--- src/rtl/cnu_pkg.sv ---
// Package: shared constants for the check node unit.
// Assumes: three consumers, numbered by the enum below.
package cnu_pkg;
    localparam int NUM_PORTS = 3;

    typedef enum logic [1:0] {
        PORT_UPD  = 2'd0,
        PORT_NXT  = 2'd1,
        PORT_GAIN = 2'd2
    } port_id_e;
endpackage

--- src/rtl/cnu_accum.sv ---
// Module: cnu_accum
// Folds a stream of two's-complement messages into min1, min2, the index of
// min1, the sign parity and a per-column sign vector. On the last beat of a
// layer the folded result is published, so the next layer can build up.
// Assumes: in_first marks the first beat, column indices are below COLS.
module cnu_accum #(
    parameter int IN_W  = 8,
    parameter int COLS  = 8,
    parameter int IDX_W = 3
) (
    input  logic             clk,
    input  logic             rst_n,
    input  logic             in_valid,
    input  logic             in_first,
    input  logic             in_last,
    input  logic [IDX_W-1:0] in_col,
    input  logic [IN_W-1:0]  in_msg,
    output logic [IN_W-1:0]  pub_min1,
    output logic [IN_W-1:0]  pub_min2,
    output logic [IDX_W-1:0] pub_idx,
    output logic             pub_par,
    output logic             pub_stb,
    output logic [COLS-1:0]  nxt_sgn
);
    localparam logic [IN_W-1:0] MAXV = '1;

    logic [IN_W-1:0]  w_min1, w_min2, b_min1, b_min2, n_min1, n_min2, mag;
    logic [IDX_W-1:0] w_idx, b_idx, n_idx;
    logic             w_par, b_par, n_par, sgn;
    logic [COLS-1:0]  w_sgn, b_sgn;

    // Split the beat into sign and magnitude.
    always_comb begin
        sgn = in_msg[IN_W-1];
        mag = sgn ? (IN_W'(0) - in_msg) : in_msg;
    end

    // Pick the fold base (fresh on a first beat) and fold in the new beat.
    always_comb begin
        b_min1 = in_first ? MAXV : w_min1;
        b_min2 = in_first ? MAXV : w_min2;
        b_idx  = in_first ? '0   : w_idx;
        b_par  = in_first ? 1'b0 : w_par;
        b_sgn  = in_first ? '0   : w_sgn;
        n_min1 = b_min1;
        n_min2 = b_min2;
        n_idx  = b_idx;
        if (mag < b_min1) begin
            n_min1 = mag;
            n_min2 = b_min1;
            n_idx  = in_col;
        end else if (mag < b_min2) begin
            n_min2 = mag;
        end
        n_par   = b_par ^ sgn;
        nxt_sgn = b_sgn;
        nxt_sgn[in_col] = sgn;
    end

    assign pub_stb = in_valid & in_last;

    // Working registers: updated on every accepted beat.
    always_ff @(posedge clk) begin
        if (!rst_n) begin
            w_min1 <= MAXV;
            w_min2 <= MAXV;
            w_idx  <= '0;
            w_par  <= 1'b0;
            w_sgn  <= '0;
        end else if (in_valid) begin
            w_min1 <= n_min1;
            w_min2 <= n_min2;
            w_idx  <= n_idx;
            w_par  <= n_par;
            w_sgn  <= nxt_sgn;
        end
    end

    // Published bank: loaded only by the closing beat of a layer.
    always_ff @(posedge clk) begin
        if (!rst_n) begin
            pub_min1 <= '0;
            pub_min2 <= '0;
            pub_idx  <= '0;
            pub_par  <= 1'b0;
        end else if (pub_stb) begin
            pub_min1 <= n_min1;
            pub_min2 <= n_min2;
            pub_idx  <= n_idx;
            pub_par  <= n_par;
        end
    end

    AST_MIN_ORDER: assert property (@(posedge clk) disable iff (!rst_n)
        pub_min1 <= pub_min2);
    AST_FIRST_TAKES_IDX: assert property (@(posedge clk) disable iff (!rst_n)
        (in_valid && in_first) |=> (w_idx == $past(in_col)));
    AST_TIE_KEEPS_IDX: assert property (@(posedge clk) disable iff (!rst_n)
        (in_valid && !in_first && mag == w_min1) |=> (w_idx == $past(w_idx)));
    AST_PUB_HOLD: assert property (@(posedge clk) disable iff (!rst_n)
        !pub_stb |=> ($stable(pub_min1) && $stable(pub_idx)));
endmodule

--- src/rtl/cnu_port.sv ---
// Module: cnu_port
// One read port. It keeps its own copy of the column signs and turns the
// published summary into an offset min-sum message, clamped to OUT_W bits,
// one cycle after a request.
// Assumes: the summary inputs stay stable except on pub_stb.
module cnu_port #(
    parameter int IN_W   = 8,
    parameter int OUT_W  = 6,
    parameter int COLS   = 8,
    parameter int IDX_W  = 3,
    parameter int OFFSET = 2
) (
    input  logic             clk,
    input  logic             rst_n,
    input  logic [IN_W-1:0]  pub_min1,
    input  logic [IN_W-1:0]  pub_min2,
    input  logic [IDX_W-1:0] pub_idx,
    input  logic             pub_par,
    input  logic             pub_stb,
    input  logic [COLS-1:0]  nxt_sgn,
    input  logic             req,
    input  logic [IDX_W-1:0] col,
    output logic             vld,
    output logic [OUT_W-1:0] msg
);
    localparam int OMAX = (1 << (OUT_W - 1)) - 1;

    logic [COLS-1:0]  sgn_store;
    logic [IN_W-1:0]  sel, red;
    logic [OUT_W-1:0] mag_o, val;
    logic             s;

    // Build the message for the requested column.
    always_comb begin
        sel   = (col == pub_idx) ? pub_min2 : pub_min1;
        red   = (sel > IN_W'(OFFSET)) ? (sel - IN_W'(OFFSET)) : '0;
        mag_o = (red > IN_W'(OMAX)) ? OUT_W'(OMAX) : red[OUT_W-1:0];
        s     = pub_par ^ sgn_store[col];
        val   = s ? (OUT_W'(0) - mag_o) : mag_o;
    end

    // Private sign store, refreshed when a layer is published.
    always_ff @(posedge clk) begin
        if (!rst_n)       sgn_store <= '0;
        else if (pub_stb) sgn_store <= nxt_sgn;
    end

    // Registered response.
    always_ff @(posedge clk) begin
        if (!rst_n) begin
            vld <= 1'b0;
            msg <= '0;
        end else begin
            vld <= req;
            if (req) msg <= val;
        end
    end

    AST_REQ_LATENCY: assert property (@(posedge clk) disable iff (!rst_n)
        req |=> vld);
    AST_NO_SPURIOUS: assert property (@(posedge clk) disable iff (!rst_n)
        !req |=> !vld);
    AST_NO_MOST_NEG: assert property (@(posedge clk) disable iff (!rst_n)
        vld |-> (msg != {1'b1, {(OUT_W-1){1'b0}}}));
endmodule

--- src/rtl/osms_cnu.sv ---
// Module: osms_cnu (top)
// Offset min-sum check node unit: one accumulator feeding three independent
// read ports, each with its own sign store.
// Assumes: one beat per cycle at most, a layer is framed by in_first/in_last.
module osms_cnu #(
    parameter int IN_W   = 8,
    parameter int OUT_W  = 6,
    parameter int COLS   = 8,
    parameter int OFFSET = 2,
    localparam int IDX_W = (COLS > 1) ? $clog2(COLS) : 1
) (
    input  logic             clk,
    input  logic             rst_n,
    input  logic             in_valid,
    input  logic             in_first,
    input  logic             in_last,
    input  logic [IDX_W-1:0] in_col,
    input  logic [IN_W-1:0]  in_msg,
    input  logic             upd_req,
    input  logic [IDX_W-1:0] upd_col,
    output logic             upd_vld,
    output logic [OUT_W-1:0] upd_msg,
    input  logic             nxt_req,
    input  logic [IDX_W-1:0] nxt_col,
    output logic             nxt_vld,
    output logic [OUT_W-1:0] nxt_msg,
    input  logic             gn_req,
    input  logic [IDX_W-1:0] gn_col,
    output logic             gn_vld,
    output logic [OUT_W-1:0] gn_msg
);
    import cnu_pkg::*;

    logic [IN_W-1:0]  pub_min1, pub_min2;
    logic [IDX_W-1:0] pub_idx;
    logic             pub_par, pub_stb;
    logic [COLS-1:0]  nxt_sgn;

    logic             p_req [NUM_PORTS];
    logic [IDX_W-1:0] p_col [NUM_PORTS];
    logic             p_vld [NUM_PORTS];
    logic [OUT_W-1:0] p_msg [NUM_PORTS];

    // Map the named consumer ports onto the port arrays.
    always_comb begin
        p_req[PORT_UPD]  = upd_req;
        p_col[PORT_UPD]  = upd_col;
        p_req[PORT_NXT]  = nxt_req;
        p_col[PORT_NXT]  = nxt_col;
        p_req[PORT_GAIN] = gn_req;
        p_col[PORT_GAIN] = gn_col;
        upd_vld = p_vld[PORT_UPD];
        upd_msg = p_msg[PORT_UPD];
        nxt_vld = p_vld[PORT_NXT];
        nxt_msg = p_msg[PORT_NXT];
        gn_vld  = p_vld[PORT_GAIN];
        gn_msg  = p_msg[PORT_GAIN];
    end

    cnu_accum #(.IN_W(IN_W), .COLS(COLS), .IDX_W(IDX_W)) u_acc (
        .clk(clk), .rst_n(rst_n), .in_valid(in_valid), .in_first(in_first),
        .in_last(in_last), .in_col(in_col), .in_msg(in_msg),
        .pub_min1(pub_min1), .pub_min2(pub_min2), .pub_idx(pub_idx),
        .pub_par(pub_par), .pub_stb(pub_stb), .nxt_sgn(nxt_sgn)
    );

    for (genvar g = 0; g < NUM_PORTS; g++) begin : g_port
        cnu_port #(.IN_W(IN_W), .OUT_W(OUT_W), .COLS(COLS), .IDX_W(IDX_W),
                   .OFFSET(OFFSET)) u_port (
            .clk(clk), .rst_n(rst_n), .pub_min1(pub_min1), .pub_min2(pub_min2),
            .pub_idx(pub_idx), .pub_par(pub_par), .pub_stb(pub_stb),
            .nxt_sgn(nxt_sgn), .req(p_req[g]), .col(p_col[g]),
            .vld(p_vld[g]), .msg(p_msg[g])
        );
    end
endmodule

--- config.mk ---
export PLATFORM = sky130hd
export DESIGN_NAME = osms_cnu
export DESIGN_NICKNAME = d
export VERILOG_FILES = /design/src/rtl/cnu_pkg.sv /design/src/rtl/cnu_accum.sv /design/src/rtl/cnu_port.sv /design/src/rtl/osms_cnu.sv
export SDC_FILE = /design/constraint.sdc
export NUM_CORES = 1
export LEC_CHECK = 0
export BUFFER_PORTS_ARGS = -buffer_cell sky130_fd_sc_hd__buf_4
export CORE_MARGIN = 3
export CORE_UTILIZATION = 40
export DETAILED_ROUTE_END_ITERATION = 8
export PLACE_DENSITY = 0.62
export SYNTH_ARGS = -nofsm -noshare
export SYNTH_HDL_FRONTEND = slang
export SYNTH_SLANG_ARGS = --single-unit
--- constraint.sdc ---
create_clock -name clk -period 3.8 [get_ports clk]
set_input_delay 0 -clock clk [delete_from_list [all_inputs] [get_ports clk]]
set_output_delay 0 -clock clk [all_outputs]
set_load 0.1 [all_outputs]
* Yosys cells after proc, flatten, opt, wreduce, memory -nomap -nowiden *
Index checks and enable logic that the tools add are counted.

storage, ports and cells
  bits of input ports = 28
  register bits = 77

operators by class
  reductions and logical operators = 1
  add/subtract/negate cells = 7
  equality and inequality tests = 3
  bitwise gates (word level) = 5
  muxes and demuxes = 31
  order comparisons = 13

operators with widths
  operator               count
  $mux W8                13
  $mux W6                6
  $gt A8 B2 Y1 const B   3
  $gt A8 B5 Y1 const B   3
  $sub A8 B2 Y8 const B  3
  $sub A1 B6 Y6 const A  3
  $lt A3 B4 Y1 const B   4
  $lt A8 B8 Y1           2
  $bmux W1 S3            3
  $eq A3 B3 Y1           3
  $bwmux W8              1
  $sub A1 B8 Y8 const A  1
  $mux W3                2
  $mux W1                5
  $xor A1 B1 Y1          4
  $demux W1 S3           1
  $ge A3 B1 Y1 const B   1
  $and A1 B1 Y1          1
  $logic_and A1 B1 Y1    1

* Logic depth before layout (Yosys ltp) *
  depth in word-level cells = 8
  depth in mapped cells = 18
  depth with buffers taken out = 17

* Cells and area by module *
Synthesis repeated with hierarchy kept, for this count alone.

second synthesis, totals
  cell total of the unflattened synthesis = 744
  area total of the unflattened synthesis = 6192.2 um2

by module, submodules not included
  module     times used  cells an instance  seq. area each (um2)  area each (um2)
  cnu_port   3           129                300.3                 1147.4
  cnu_accum  1           357                960.9                 2750.1

* Worst setup path after synthesis *
OpenSTA, ideal clock, no wires.

  kind = reg-to-reg
  start = register u_acc.pub_idx[1]
  end = register g_port[0].u_port.msg[4]
  arrival = 3282 ps
  slack = 389 ps
  stages on the path, launching flop included = 18
  clock period less this slack = 3411 ps
  path buffers = 2
  data required time = 3670 ps
  cells stage by stage = dfxtp_1 xor2_1 nor3_1 buf_2 mux2i_1 ha_1 clkbuf_1 a211oi_1 a211oi_1 a21o_1 a31oi_2 a21oi_1 inv_1 ha_1 and3_1 a221oi_1 xnor2_1 a21oi_1

between the ends
  cells in the longest elaborated chain, start to end = 8
  elaborated cells between the ends (all ways) = 9
  those cells by class = 2 x add/sub; 2 x order compare; 1 x eq/ne; 4 x mux

RTL lines
  element                                               line             text
  start: declaration                                    cnu_accum.sv:20  output logic [IDX_W-1:0] pub_idx,
  start signal: assignment                              cnu_accum.sv:89  pub_idx <= n_idx;
  $eq A3 B3 Y1 (*)                                      cnu_port.sv:35   sel = (col == pub_idx) ? pub_min2 : pub_min1;
  $mux W8 (*)                                           cnu_port.sv:35
  $sub A8 B2 Y8 / $gt A8 B2 Y1 (equally long branches)  cnu_port.sv:36   red = (sel > IN_W'(OFFSET)) ? (sel - IN_W'(OFFSET)) : '0;
  $mux W8 (*)                                           cnu_port.sv:36
  $gt A8 B5 Y1                                          cnu_port.sv:37   mag_o = (red > IN_W'(OMAX)) ? OUT_W'(OMAX) : red[OUT_W-1:0];
  $mux W6 (*)                                           cnu_port.sv:37
  $sub A1 B6 Y6                                         cnu_port.sv:39   val = s ? (OUT_W'(0) - mag_o) : mag_o;
  $mux W6 (*)                                           cnu_port.sv:39
  end signal: assignment                                cnu_port.sv:55   if (req) msg <= val;
  end: declaration                                      cnu_port.sv:24   output logic [OUT_W-1:0] msg

Every way passes the cells marked *; elsewhere a longest branch is shown, timed or not.
A chain may end at the register's enable or synchronous reset.

* Worst setup path in the final report *
  start = register u_acc.pub_idx[1]
  end = register g_port[1].u_port.msg[4]

between the ends
  cells in the longest elaborated chain, start to end = 8
  elaborated cells between the ends (all ways) = 9
  those cells by class = 2 x add/sub; 2 x order compare; 1 x eq/ne; 4 x mux

RTL lines
  element                                               line
  $eq A3 B3 Y1 (*)                                      cnu_port.sv:35
  $mux W8 (*)                                           cnu_port.sv:35
  $sub A8 B2 Y8 / $gt A8 B2 Y1 (equally long branches)  cnu_port.sv:36
  $mux W8 (*)                                           cnu_port.sv:36
  $gt A8 B5 Y1                                          cnu_port.sv:37
  $mux W6 (*)                                           cnu_port.sv:37
  $sub A1 B6 Y6                                         cnu_port.sv:39
  $mux W6 (*)                                           cnu_port.sv:39
  end signal: assignment                                cnu_port.sv:55
  end: declaration                                      cnu_port.sv:24

Marked as above.

==> impl_metrics.json <==
{
  "grt_overflow": 0,
  "yosysWarnings": 0,
  "setup_violations": 0,
  "status": "finished, final reports clean",
  "synth_xor_area_frac": 0.0481,
  "cts_tree": "done",
  "cts.path.max_buffers": 2,
  "maxCapViolations": 0,
  "startpoint_type": "flip-flop",
  "synth_fa_ha_area_frac": 0.0498,
  "post_cts_buffers": 0,
  "slew_violations": 0,
  "min_path_type": "input pin to flip-flop",
  "critPathMaxFanout": 7,
  "fin_skew_ns": 0.00820,
  "synth-seq-cells": 77,
  "row_count": 41,
  "worstSkewPairLatency_ns": 0.35,
  "syn_area_per_cell_um2": 8.29,
  "r2r_start": "u_acc.pub_idx[1]$_SDFFE_PN0P_",
  "grt_pass1_vias": 4706,
  "instances_no_fill": 844,
  "synth_ff_type": "dfxtp_1",
  "fin_crit_ns": 3.63,
  "ys_async_sr_fraction": 0,
  "ir_drop_uv": 226,
  "synth_top_family_by_area": "compound AO/OA/AOI/OAI gates",
  "cts_root_buf": "clkbuf_16",
  "io_pins": 49,
  "multiInputGateArea_um2": 3510,
  "viasPerCell": 5.84,
  "fp.coreArea_um2": 12800,
  "hpwlAfterDp_um": 10000,
  "portBuffers": 48,
  "crit_family": "compound AO/OA/AOI/OAI gates",
  "crit_buf_inv": 1,
  "slew_headroom": 0.199,
  "leakage_nw": 2.67,
  "drive_gt1_frac": 0.164,
  "dieWidth_um": 121,
  "seqCellArea_um2": 1540,
  "gp_congestion": 0.967,
  "pwr-share-seq": 0.346,
  "critPathLaunch": "u_acc.pub_idx[1]$_SDFFE_PN0P_",
  "synthCells": 636,
  "grt_start_max_net_pins": 47,
  "die_h_um": 121,
  "fin_crit_sh": 0.956,
  "final_nets": 716,
  "synth_cell_types": 73,
  "remaining_drc_errors": 0,
  "cp_data_arrival_time_ns": 3.86,
  "required_ns": 4.03,
  "worstHoldStart": "in_valid",
  "synth.mux.area_fraction": 0.0958,
  "combPwrFrac": 0.341,
  "vias": 4925,
  "syn_nets": 685,
  "worstMarginPinSlew_ns": 1.20,
  "wl_per_cell_um": 16.5,
  "crit_chain": "xor2_2 -> nor3_2 -> mux2_2 -> inv_1 -> ha_1 -> o32ai_1 -> or3b_4 -> a22oi_4 -> a21o_1 -> ha_1 -> a2111oi_4 -> a311o_1",
  "grt_pass1_wl_um": 22900,
  "crit_path_frequent_cell": "ha_1",
  "p_sw_frac": 0.379,
  "seq_area_frac_synth": 0.292,
  "die-area_um2": 14600,
  "synth_edf_count": 0,
  "area_growth_pct": 16.6,
  "syn_area_um2": 5280,
  "num-fill-cells": 1243,
  "postRouteAntennaNets": 0,
  "rsz0062_at_grt": "no",
  "diodes": 0,
  "firstDrtPassIters": 5,
  "initial_core_util": 0.413,
  "clkSlewWorstSetupHoldPaths_ns": 0.06,
  "grtUsageTotal": 0.192,
  "intPower_w": 0.00166,
  "total_power_w": 0.00268,
  "cts.sinks": 77,
  "cts_buffers": 9,
  "powerDensity_nw_per_um2": 435,
  "setup_tns_ns": 0,
  "synth_simple_gate_area_frac": 0.204,
  "synth-compound-area-share": 0.259,
  "p_switching_w": 0.00102,
  "cp_slowest_cell": "dfxtp_1",
  "hold_viol": 0,
  "drt_iter0_drc": 362,
  "wl_um": 14000,
  "critPathKind": "flip-flop to flip-flop",
  "end_kind": "flip-flop",
  "cpPeakStageDelay_ns": 0.45,
  "dp.cells": 822,
  "antenna_found_initial": 0,
  "cts-htree-levels": 3,
  "max_freq_mhz": 275,
  "pwr-share-clk": 0.313
}
sequential cells by signal (all words and copies together) (netlist names), 8 cells and up:
signal	flops
u_acc.w_min2	8
u_acc.w_min1	8
u_acc.w_sgn	8
g_port.u_port.sgn_store	8
u_acc.pub_min1	8
u_acc.pub_min2	8
g_port.u_port.msg	18
through the flow:
stage                     utilization  worst slack [ns]  hold slack, ns  instance area [um2]
after detailed placement        0.451             0.204           0.233                 5770
after global placement          0.451             0.329           0.232                 5770
after global routing            0.482            0.0218           0.122                 6150
final                           0.482             0.169          0.0727                 6150
after CTS                       0.478             0.178          0.0580                 6110
after floorplan                     -             0.389          0.0901                 5280
logic make-up (layout without fill, tap and decap cells):
group,count (synthesis),in the layout
xor gates and xnor gates,29,29
muxes,42,42
adders and majority gates,21,21
buffers and inverters,70,106
DFF,77,77
and+or+nand+nor,211,211
AOI/OAI and AO/OA,186,186
worst paths after layout:
path	slack (ns)	to	cells past startpoint
min reg2reg	0.47	g_port[1].u_port.msg[2]$_SDFFE_PN0P_	2
max	0.17	g_port[1].u_port.msg[4]$_SDFFE_PN0P_	12
min	0.07	u_acc.w_idx[1]$_SDFFE_PN0P_	2
max reg2reg	0.17	g_port[1].u_port.msg[4]$_SDFFE_PN0P_	12
repair_timing:
action | 4_1_cts | 5_1_grt
endpoints found under the hold margin | 18 | 0
hold buffers | 6 | 0
resized for setup | 0 | 6
setup endpoints to repair | 0 | 3
synth_stat cells (all sizes together), types with 9 or more instances:
master   n  area share
a21o    12       0.017
nor2    45       0.032
a31oi   14       0.018
o211a   20       0.038
mux2i   28       0.053
clkbuf  39       0.028
xnor2   13       0.022
nand2   53       0.038
dfxtp   77        0.29
a21oi   31       0.030
nand3b   9       0.013
ha      21       0.050
nor3b   10       0.014
o21ai   42       0.040
xor2    16       0.027
nand3   39       0.037
inv     24       0.017
nor3    11       0.014
cells in the final DEF, fill, tap and decap left out, drive strengths merged, types with 21 or more instances in the layout:
| master | n |
|---|---|
| a21oi | 31 |
| buf | 60 |
| dfxtp | 77 |
| ha | 21 |
| inv | 26 |
| mux2i | 28 |
| nand2 | 53 |
| nand3 | 39 |
| nor2 | 45 |
| o21ai | 42 |
routing by layer:
| metal | GRT usage | wire length (um) | vias to the layer above |
|---|---|---|---|
| li1 | - | - | 2417 |
| met3 | 0.0398 | 686 | 19 |
| met1 | 0.251 | 6380 | 2345 |
| met4 | 0.0673 | 237 | 0 |
| met2 | 0.314 | 6660 | 144 |
| met5 | 0 | 0 | - |
power by group through the flow:
stage          sequential [W]  combinational (W)  clock (W)
6_report             0.000927           0.000912   0.000837
5_1_grt              0.000934           0.000992   0.000882
4_1_cts              0.000925           0.000902   0.000859
3_5_place_dp         0.000943           0.000895          0
3_3_place_gp         0.000938           0.000878          0
2_1_floorplan         0.00112           0.000512          0
cell type report:
cell class,count,share of cell area
clock buffer,11,0.0395
clock inverter,5,0.00691
multi-input combinational,489,0.570
sequential,77,0.251
inverter,24,0.0146
timing repair buffer,66,0.0830
tap,172,0.0350
(Power assumes the default switching activity.)
